$ cat config.mk
export PLATFORM = sky130hd
export DESIGN_NAME = div512_seq_ctrl
export DESIGN_NICKNAME = d
export VERILOG_FILES = /design/src/rtl/div512_ctrl_pkg.sv /design/src/rtl/div512_cycle_cnt.sv /design/src/rtl/div512_ctrl_decode.sv /design/src/rtl/div512_seq_ctrl.sv
export SDC_FILE = /design/constraint.sdc
export NUM_CORES = 1
export LEC_CHECK = 0
export BUFFER_PORTS_ARGS = -buffer_cell sky130_fd_sc_hd__buf_4
export CAP_MARGIN = 10
export CORE_AREA = 3 3 40 42
export DETAILED_ROUTE_END_ITERATION = 8
export DIE_AREA = 0 0 43 45
export GPL_TIMING_DRIVEN = 0
export MAX_ROUTING_LAYER = met4
export SLEW_MARGIN = 20
export SYNTH_ARGS = -nofsm -noshare
export SYNTH_HDL_FRONTEND = slang
export SYNTH_SLANG_ARGS = --single-unit
$ cat constraint.sdc
create_clock -name clk_i -period 1.65 [get_ports clk_i]
set_clock_uncertainty 0.1 [all_clocks]
set_input_delay 0.33 -clock clk_i [delete_from_list [all_inputs] [get_ports clk_i]]
set_output_delay 0.33 -clock clk_i [all_outputs]
set_load 0.02 [all_outputs]
$ cat src/rtl/div512_ctrl_pkg.sv
package div512_ctrl_pkg;
  typedef enum logic [1:0] {
    SEL_DIVISOR = 2'd0,
    SEL_NEG_M   = 2'd1,
    SEL_EST     = 2'd2
  } op_sel_e;

  typedef struct packed {
    op_sel_e op_sel;
    logic    divert;
    logic    op_en;
    logic    m_en;
    logic    w_en;
    logic    r_en;
    logic    z_en;
    logic    cpa_en;
  } ctrl_t;
endpackage

$ cat src/rtl/div512_cycle_cnt.sv
module div512_cycle_cnt #(
  parameter int NUM_CYCLES = 10,
  localparam int CW = $clog2(NUM_CYCLES + 1)
) (
  input  logic          clk_i,
  input  logic          rst_ni,
  input  logic          start_i,
  output logic [CW-1:0] cyc_o,
  output logic          done_o
);
  localparam logic [CW-1:0] LAST = CW'(NUM_CYCLES);

  logic [CW-1:0] cyc_q;
  logic          done_q;

  always_ff @(posedge clk_i or negedge rst_ni) begin
    if (!rst_ni) begin
      cyc_q  <= '0;
      done_q <= 1'b0;
    end else begin
      done_q <= (cyc_q == LAST);
      if (cyc_q == '0) cyc_q <= start_i ? CW'(1) : '0;
      else if (cyc_q == LAST) cyc_q <= '0;
      else cyc_q <= cyc_q + CW'(1);
    end
  end

  assign cyc_o  = cyc_q;
  assign done_o = done_q;

  a_r2_start_launch: assert property (@(posedge clk_i) disable iff (!rst_ni)
    (start_i && cyc_q == '0) |=> (cyc_q == CW'(1)));
  a_r3_busy_advance: assert property (@(posedge clk_i) disable iff (!rst_ni)
    (cyc_q != '0 && cyc_q != LAST) |=> (cyc_q == $past(cyc_q) + CW'(1)));
  a_r4_done_pulse: assert property (@(posedge clk_i) disable iff (!rst_ni)
    done_q |=> !done_q);
  a_r4_done_idle: assert property (@(posedge clk_i) disable iff (!rst_ni)
    done_q |-> (cyc_q == '0 || cyc_q == CW'(1)));
endmodule

$ cat src/rtl/div512_ctrl_decode.sv
module div512_ctrl_decode
  import div512_ctrl_pkg::*;
#(
  parameter int NUM_CYCLES  = 10,
  parameter int SCALE_CYC   = 2,
  parameter int ASSIM_CYC   = 3,
  localparam int CW = $clog2(NUM_CYCLES + 1)
) (
  input  logic [CW-1:0] cyc_i,
  output ctrl_t         ctrl_o
);
  localparam int FIRST_ITER = ASSIM_CYC + 1;

  int c;
  always_comb begin
    c = int'(cyc_i);
    ctrl_o        = '0;
    ctrl_o.op_sel = SEL_DIVISOR;
    if (c != 0) begin
      if (c == SCALE_CYC)     ctrl_o.op_sel = SEL_NEG_M;
      else if (c > SCALE_CYC) ctrl_o.op_sel = SEL_EST;
      ctrl_o.divert = (c > SCALE_CYC);
      ctrl_o.op_en  = (c == 1);
      ctrl_o.m_en   = (c == SCALE_CYC);
      ctrl_o.w_en   = (c >= SCALE_CYC) && (c < NUM_CYCLES);
      ctrl_o.r_en   = (c >= SCALE_CYC) && (c < NUM_CYCLES);
      // z: assimilated value, first iteration update, final result
      ctrl_o.z_en   = (c == ASSIM_CYC) || (c == FIRST_ITER) || (c == NUM_CYCLES);
      // adder used to assimilate z and for the final sign/zero test
      ctrl_o.cpa_en = (c == ASSIM_CYC) || (c == NUM_CYCLES);
    end
  end

  always_comb begin
    a_r10_cpa_implies_z: assert (!ctrl_o.cpa_en || ctrl_o.z_en);
    a_r7_single_load: assert ($onehot0({ctrl_o.op_en, ctrl_o.m_en, ctrl_o.cpa_en}));
  end
endmodule

$ cat src/rtl/div512_seq_ctrl.sv
module div512_seq_ctrl
  import div512_ctrl_pkg::*;
#(
  parameter int NUM_CYCLES = 10,
  parameter int SCALE_CYC  = 2,
  parameter int ASSIM_CYC  = 3
) (
  input  logic       clk_i,
  input  logic       rst_ni,
  input  logic       start_i,
  output logic       busy_o,
  output logic       done_o,
  output logic [1:0] op_sel_o,
  output logic       divert_o,
  output logic       op_en_o,
  output logic       m_en_o,
  output logic       w_en_o,
  output logic       r_en_o,
  output logic       z_en_o,
  output logic       cpa_en_o
);
  localparam int CW = $clog2(NUM_CYCLES + 1);

  logic [CW-1:0] cyc;
  ctrl_t         ctrl;

  div512_cycle_cnt #(.NUM_CYCLES(NUM_CYCLES)) u_cnt (
    .clk_i  (clk_i),
    .rst_ni (rst_ni),
    .start_i(start_i),
    .cyc_o  (cyc),
    .done_o (done_o)
  );

  div512_ctrl_decode #(
    .NUM_CYCLES(NUM_CYCLES),
    .SCALE_CYC (SCALE_CYC),
    .ASSIM_CYC (ASSIM_CYC)
  ) u_dec (
    .cyc_i (cyc),
    .ctrl_o(ctrl)
  );

  assign busy_o   = (cyc != '0);
  assign op_sel_o = ctrl.op_sel;
  assign divert_o = ctrl.divert;
  assign op_en_o  = ctrl.op_en;
  assign m_en_o   = ctrl.m_en;
  assign w_en_o   = ctrl.w_en;
  assign r_en_o   = ctrl.r_en;
  assign z_en_o   = ctrl.z_en;
  assign cpa_en_o = ctrl.cpa_en;

  a_r1_idle_quiet: assert property (@(posedge clk_i) disable iff (!rst_ni)
    !busy_o |-> !(divert_o || op_en_o || m_en_o || w_en_o || r_en_o || z_en_o || cpa_en_o));
  a_r5_divert_holds: assert property (@(posedge clk_i) disable iff (!rst_ni)
    (divert_o && !cpa_en_o) |=> divert_o);
  a_r7_op_then_m: assert property (@(posedge clk_i) disable iff (!rst_ni)
    op_en_o |=> m_en_o);
  a_r9_w_follows_m: assert property (@(posedge clk_i) disable iff (!rst_ni)
    m_en_o |-> (w_en_o && r_en_o && !divert_o));
  a_r4_done_after_cpa: assert property (@(posedge clk_i) disable iff (!rst_ni)
    $rose(done_o) |-> $past(cpa_en_o));
endmodule

==> results of run 1 <==
Yosys cell counts (all sizes together), types with 2 or more instances:
cell type | count | area share [%]
a21oi | 2 | 4.2
buf | 6 | 14
dfrtp | 5 | 38
inv | 2 | 2.3
nand2 | 4 | 4.6
nand2b | 3 | 5.8
nor2 | 4 | 4.6
nor3 | 2 | 3.1
xnor2 | 2 | 5.4
worst reg2reg max path: stages (launching register included):
cell     delay, ns
dfrtp_1       0.38
buf_6         0.14
buf_6         0.13
buf_4         0.13
buf_4         0.13
a22o_1        0.19
cell families (layout without fill, tap and decap cells):
group                     count (synthesis)  in the layout  share of synthesized area [%]
DFF                                       5              5                          38.46
muxes                                     1              1                          3.461
AOI/OAI and AO/OA                         7              7                          16.15
buffers and inverters                     8             35                          16.54
xor gates and xnor gates                  2              2                          5.386
and+or+nand+nor                          14             14                          20.00
flip-flops by register name (all words and copies together) (netlist names):
signal        cells
u_cnt.cyc_o       4
u_cnt.done_o      1
final cells by class:
| type | count | area, um^2 | share of cell area, % |
|---|---|---|---|
| multi-input combinational | 24 | 227.7 | 34.15 |
| sequential | 5 | 125.1 | 18.76 |
| clock buffer | 4 | 26.28 | 3.940 |
| buffer | 6 | 60.06 | 9.006 |
| timing repair buffer | 23 | 201.4 | 30.21 |
| tap | 15 | 18.77 | 2.814 |
| inverter | 2 | 7.507 | 1.126 |
metrics by stage:
stage,setup WS (ns),total power [mW],utilization [%],area [um^2]
after floorplan,0.001912,0.8603,-,330.3
after global placement,0.1228,1.141,34.76,446.7
after detailed placement,0.1158,1.154,34.76,446.7
after CTS,-0.07249,1.579,45.76,588.1
after global routing,-0.1348,1.895,51.90,666.9
final,-0.05975,1.772,51.90,666.9
per-layer routing:
layer,vias up,share of wire (%),GRT usage [%]
met5,-,0,-
met4,0,1.3,10.84
met3,2,4.0,1.195
met2,9,56,17.96
met1,170,39,12.04
li1,176,-,-
repair_timing:
item                                    CTS  global route
hold buffers                              1             0
pin swaps                                 2             6
endpoints found under the setup margin    7             9
endpoints found under the hold margin     5             0
setup buffers                             5             4
resized for setup                        15            11
where the power goes:
part           total [mW]  leakage (nW)  switching, mW  internal, mW
clock               0.140        0.0150         0.0488        0.0913
sequential          0.204        0.0618         0.0247         0.180
combinational        1.43         0.246          0.693         0.734
worst min-delay path by stage:
stage,start,to,cells past startpoint
6_report,rst_ni,u_cnt.cyc_o[0],2
5_1_grt,rst_ni,u_cnt.done_o,2
4_1_cts,rst_ni,u_cnt.cyc_o[0],2
3_5_place_dp,rst_ni,u_cnt.done_o,1
3_3_place_gp,rst_ni,u_cnt.cyc_o[0],1
2_1_floorplan,rst_ni,u_cnt.cyc_o[0],0
==> metrics.md, run 1 <==
| Metric | Value |
|---|---|
| Commonest non-fill, non-tap cell in the layout | buf_4 |
| Crit-path cells | buf_6 > nand2b_4 > a21oi_4 > a31o_1 > buf_6 |
| Max-cap violations | 0 |
| Chip height | 45 um |
| Most frequent cells in the layout | 17 x buf_4, 11 x buf_6, 5 x dfrtp_1 |
| Row count | 13 |
| Power Density | 2657 mW/mm^2 |
| Largest net degree at the start of global routing | 9 |
| Drt total wl | 945 um |
| FMAX | 0.5849 GHz |
| TNS Setup | -0.1219 ns |
| Total stage count of the critical path | 5 |
| Critical Path End | z_en_o |
| H-tree depth | 1 |
| Top FF cell, synth | dfrtp_1 |
| Routed length per instance | 11.96 um |
| Share of cells above drive strength 1 | 71.88% |
| Cell area after synthesis | 325.3 um^2 |
| Vias in the first global route | 336 |
| Inserted Diodes | 0 |
| CTS Buffer Depth | 2 |
| YS warnings | 0 |
| Port-buffer cells | 13 |
| Final Max Slew Viols | 0 |
| Min-Delay Path Class | in2async |
| Most frequent CP cell | buf_6 |
| Maximum vdd ir drop | 1268 uV |
| CP endpoint kind | output port |
| Yosys reg bits | 5 |
| Via/cell ratio | 4.519 |
| Drt pass-1 iters | 2 |
| CTS sink count | 5 |
| GRT Total Usage | 11.23% |
| Asr flop ratio synth | 100.0% |
| Area grow syn2layout | 105.0% |
| CTS tree | yes |
| Fin nets | 68 |
| Die width | 43 um |
| Seq/Total Area, Yosys | 38.46% |
| Cells after Synth | 37 |
| Largest stage delay, worst path | 0.36 ns |
| Worst setup margin | -0.05975 ns |
| I/O pin count | 14 |
| Synth Area per Inst | 8.792 um^2 |
| Worst-skew pair later-pin latency | 0.24 ns |
| Unrepaired setup endpoints after global routing | true |
| Initial Util | 25.32% |
| Crit path buf inv count | 2 |
| Pleak | 0.3229 nW |
| DR DRC count | 0 |
| CTS clock-pin slew for the worst setup and hold paths | 0.04 ns |
| Grt total ovfl | 0 |
| Vias post-DR | 357 |
| Post-synth EDFFs | 0 |
| CP startpoint | u_cnt.cyc_o[0] |
| Final Hold Fails | 0 |
| Critical-path top delay cell | dfrtp_1 |
| Die ar. | 0.001935 mm^2 |
| GPL Wtd Cong | 0.6718 |
| Inst Count DP | 65 |
| Minimum clock period | 1.710 ns |
| First-pass GRT wire length | 1462 um |
| Outcome | finished, violations left |
| Worst hold margin | 0.3323 ns |
| Iteration-0 DRC Markers | 1 |
| ANT nets after route | 0 |
| Failing checks | negative setup slack |
| Clock tree root buffer cell | clkbuf_4 |
| CP required | 1.22 ns |
| Library cells used by synthesis | 19 |
| Slew @ Worst Pin | 0.2232 ns |
| Crit Path Category | reg2out |
| Mapped Nets | 40 |
| Post-route insts no fill | 79 |
| Number of CTS-inserted buffers | 3 |
| Flop2flop setup slack | 0.34 ns |
| Worst EP arrival | 1.28 ns |
| Max FO, Critical Path | 6 |
| CP delay by family, top | flip-flops |
| Worst r2r path cells | 5 |
| Reg2Reg Capture Point | u_cnt.cyc_o[3] |
| Reg-to-Reg Start | u_cnt.cyc_o[3] |
| Fin crit share | 103.6% |
| Initial antenna violation count | 0 |
| Fillers | 122 |
| Final setup viols | 3 |
| Setup crit start kind | register |
| Worst rel slew slack | 84.98% |
| Core ar. | 0.001285 mm^2 |
Power figures use the tool's default switching activity.
==> run 2, diff against run 1 <==
--- a/config.mk
+++ b/config.mk
@@ -8,6 +8,7 @@
 export BUFFER_PORTS_ARGS = -buffer_cell sky130_fd_sc_hd__buf_4
 export CAP_MARGIN = 10
 export CORE_AREA = 3 3 40 42
+export CTS_BUF_LIST = sky130_fd_sc_hd__clkbuf_8
 export DETAILED_ROUTE_END_ITERATION = 8
 export DIE_AREA = 0 0 43 45
 export GPL_TIMING_DRIVEN = 0
==> run 2 against run 1 <==
  * Clock-buffer cell count fell by 1
  * Clock power up 54%
  * Sequential cell count unchanged
  * Core utilization is 1.6 points lower
  * Worst setup slack improved by 0.023 ns
  * Critical path depth unchanged
  * First-iteration DRC count rose to 9.0 times the previous value
  * Routed wire length down 0.32%
  * Hold slack improved by 0.024 ns
  * The run still ends with negative setup slack left
  * Critical endpoint unchanged
==> metrics.md, run 2 (synthesis results as in run 1) <==
| Metric | Value |
|---|---|
| Die ar. | 0.001935 mm^2 (unchanged) |
| Minimum clock period | 1.687 ns (-0.02288 ns) |
| Max FO, Critical Path | 5 (-1) |
| Pleak | 0.3141 nW (-2.7%) |
| Fin crit share | 102.2% (-1.4 points) |
| Commonest non-fill, non-tap cell in the layout | buf_4 |
| Area grow syn2layout | 98.85% |
| Max-cap violations | 0 (unchanged) |
| Unrepaired setup endpoints after global routing | true |
| Port-buffer cells | 13 (unchanged) |
| Die width | 43 um (unchanged) |
| Worst-skew pair later-pin latency | 0.22 ns (-0.02 ns) |
| Drt total wl | 942 um (-0.32%) |
| Slew @ Worst Pin | 0.2372 ns (+0.01406 ns) |
| Routed length per instance | 12.39 um (+3.6%) |
| Setup WS pre-CTS | 0.1158 ns (unchanged) |
| Setup crit start kind | register |
| CTS tree | yes |
| Clock tree root buffer cell | clkbuf_8 |
| CP required | 1.22 ns (about the same) |
| GRT Total Usage | 11.74% (+0.52 points) |
| Outcome | finished, violations left |
| CP endpoint kind | output port |
| First-pass GRT wire length | 1524 um (+4.2%) |
| Chip height | 45 um (unchanged) |
| DR DRC count | 0 (unchanged) |
| Fillers | 131 (+7.4%) |
| CTS clock-pin slew for the worst setup and hold paths | 0.04 ns (about the same) |
| Worst hold margin | 0.3563 ns (+0.02398 ns) |
| GPL Wtd Cong | 0.6718 (unchanged) |
| Initial Util | 25.32% (unchanged) |
| Power Density | 2713 mW/mm^2 (+2.1%) |
| Min-Delay Path Class | in2async |
| Drt pass-1 iters | 4 (+2) |
| CTS Buffer Depth | 2 (unchanged) |
| Vias in the first global route | 338 (+0.60%) |
| Row count | 13 (unchanged) |
| Max reg flops | 4 (unchanged) |
| Failing checks | negative setup slack |
| ANT nets after route | 0 (unchanged) |
| CTS sink count | 5 (unchanged) |
| Share of cells above drive strength 1 | 67.21% (-4.7 points) |
| Seq. cell area | 125.1 um^2 (unchanged) |
| H-tree depth | 1 (unchanged) |
| Maximum vdd ir drop | 1223 uV (-3.6%) |
| Fin nets | 65 (-4.4%) |
| FMAX | 0.5928 GHz (+1.4%) |
| Largest net degree at the start of global routing | 9 (unchanged) |
| Worst rel slew slack | 84.04% (-0.95 points) |
| Final Max Slew Viols | 0 (unchanged) |
| Crit Path Category | reg2out |
| I/O pin count | 14 (unchanged) |
| Inserted Diodes | 0 (unchanged) |
| Worst EP arrival | 1.26 ns (-0.02 ns) |
| Total power | 1.755 mW (-0.95%) |
| Final Hold Fails | 0 (unchanged) |
| Number of CTS-inserted buffers | 3 (unchanged) |
| Area occupied by multi-input gates | 222.7 um^2 (-2.2%) |
| Most frequent cells in the layout | 17 x buf_4, 8 x buf_6, 5 x dfrtp_1 |
| Grt total ovfl | 0 (unchanged) |
| Initial antenna violation count | 0 (unchanged) |
| Vias post-DR | 355 (-0.56%) |
| Worst setup margin | -0.03687 ns (+0.02288 ns) |
| Via/cell ratio | 4.671 (+3.4%) |
| Final setup viols | 2 (-1) |
| Core ar. | 0.001285 mm^2 (unchanged) |
| Iteration-0 DRC Markers | 9 (+8) |
## run 2: cell types whose count changed in the layout (fill, tap and decap cells not counted), sizes merged
cell	previous run	this run
clkbuf	4	3
buf	28	25
inv	2	3
## run 2: through the flow
step | TNS, ns | cell area, um^2 | util, % | instances
final | -0.05436 | 646.9 | 50.34 | 76
after detailed placement | 0 | 446.7 | 34.76 | 65
after global placement | 0 | 446.7 | 34.76 | 65
after floorplan | 0 | 330.3 | - | 37
after CTS | -0.1159 | 601.8 | 46.84 | 75
after global routing | -0.3068 | 646.9 | 50.34 | 76
## run 2: critical path, cell delays in order, from the launching register on
cell,delay [ns]
dfrtp_1,0.39
buf_6,0.14
nand2b_4,0.15
a21oi_4,0.12
a31o_1,0.12
buf_6,0.11
## run 2: metal layers
metal	part of all wire [%]	GRT usage, %	up-vias
met3	5.7	1.195	2
met1	39	12.78	170
li1	-	-	168
met5	0	-	-
met2	54	18.86	15
met4	1.9	10.84	0
## run 2: worst paths after layout
kind | slack, ns | cells past startpoint | from | endpoint
worst max-delay path | -0.04 | 5 | u_cnt.cyc_o[3] | z_en_o
worst min register to register | 0.45 | 2 | u_cnt.cyc_o[0] | u_cnt.cyc_o[0]
max in group asynchronous | 0.98 | 2 | rst_ni | u_cnt.cyc_o[2]
worst min-delay path | 0.36 | 2 | rst_ni | u_cnt.cyc_o[0]
min in group clk_i | 0.37 | 3 | start_i | u_cnt.cyc_o[0]
worst max register to register | 0.41 | 4 | u_cnt.cyc_o[0] | u_cnt.cyc_o[3]
## run 2: final cells by class
class                      count  share of cell area, %
buffer                         6                  9.284
clock buffer                   3                  6.383
clock inverter                 1                 0.5803
inverter                       2                  1.161
multi-input combinational     24                  34.43
sequential                     5                  19.34
tap                           15                  2.901
timing repair buffer          20                  25.92
## run 2: power breakdown
group          leakage [nW]  internal, mW  switching [mW]  total, mW
Clock                0.0269         0.159          0.0572      0.216
Sequential           0.0618         0.180          0.0260      0.206
Combinational         0.225         0.666           0.667       1.33
## run 2: timing repair
item / CTS / global route
cloned: 0 / 0
buffers inserted: 5 / 1
endpoints found under the setup margin: 7 / 9
pin swaps: 2 / 3
resized for setup: 14 / 7
hold endpoints to repair: 5 / 0
hold buffers: 1 / 0
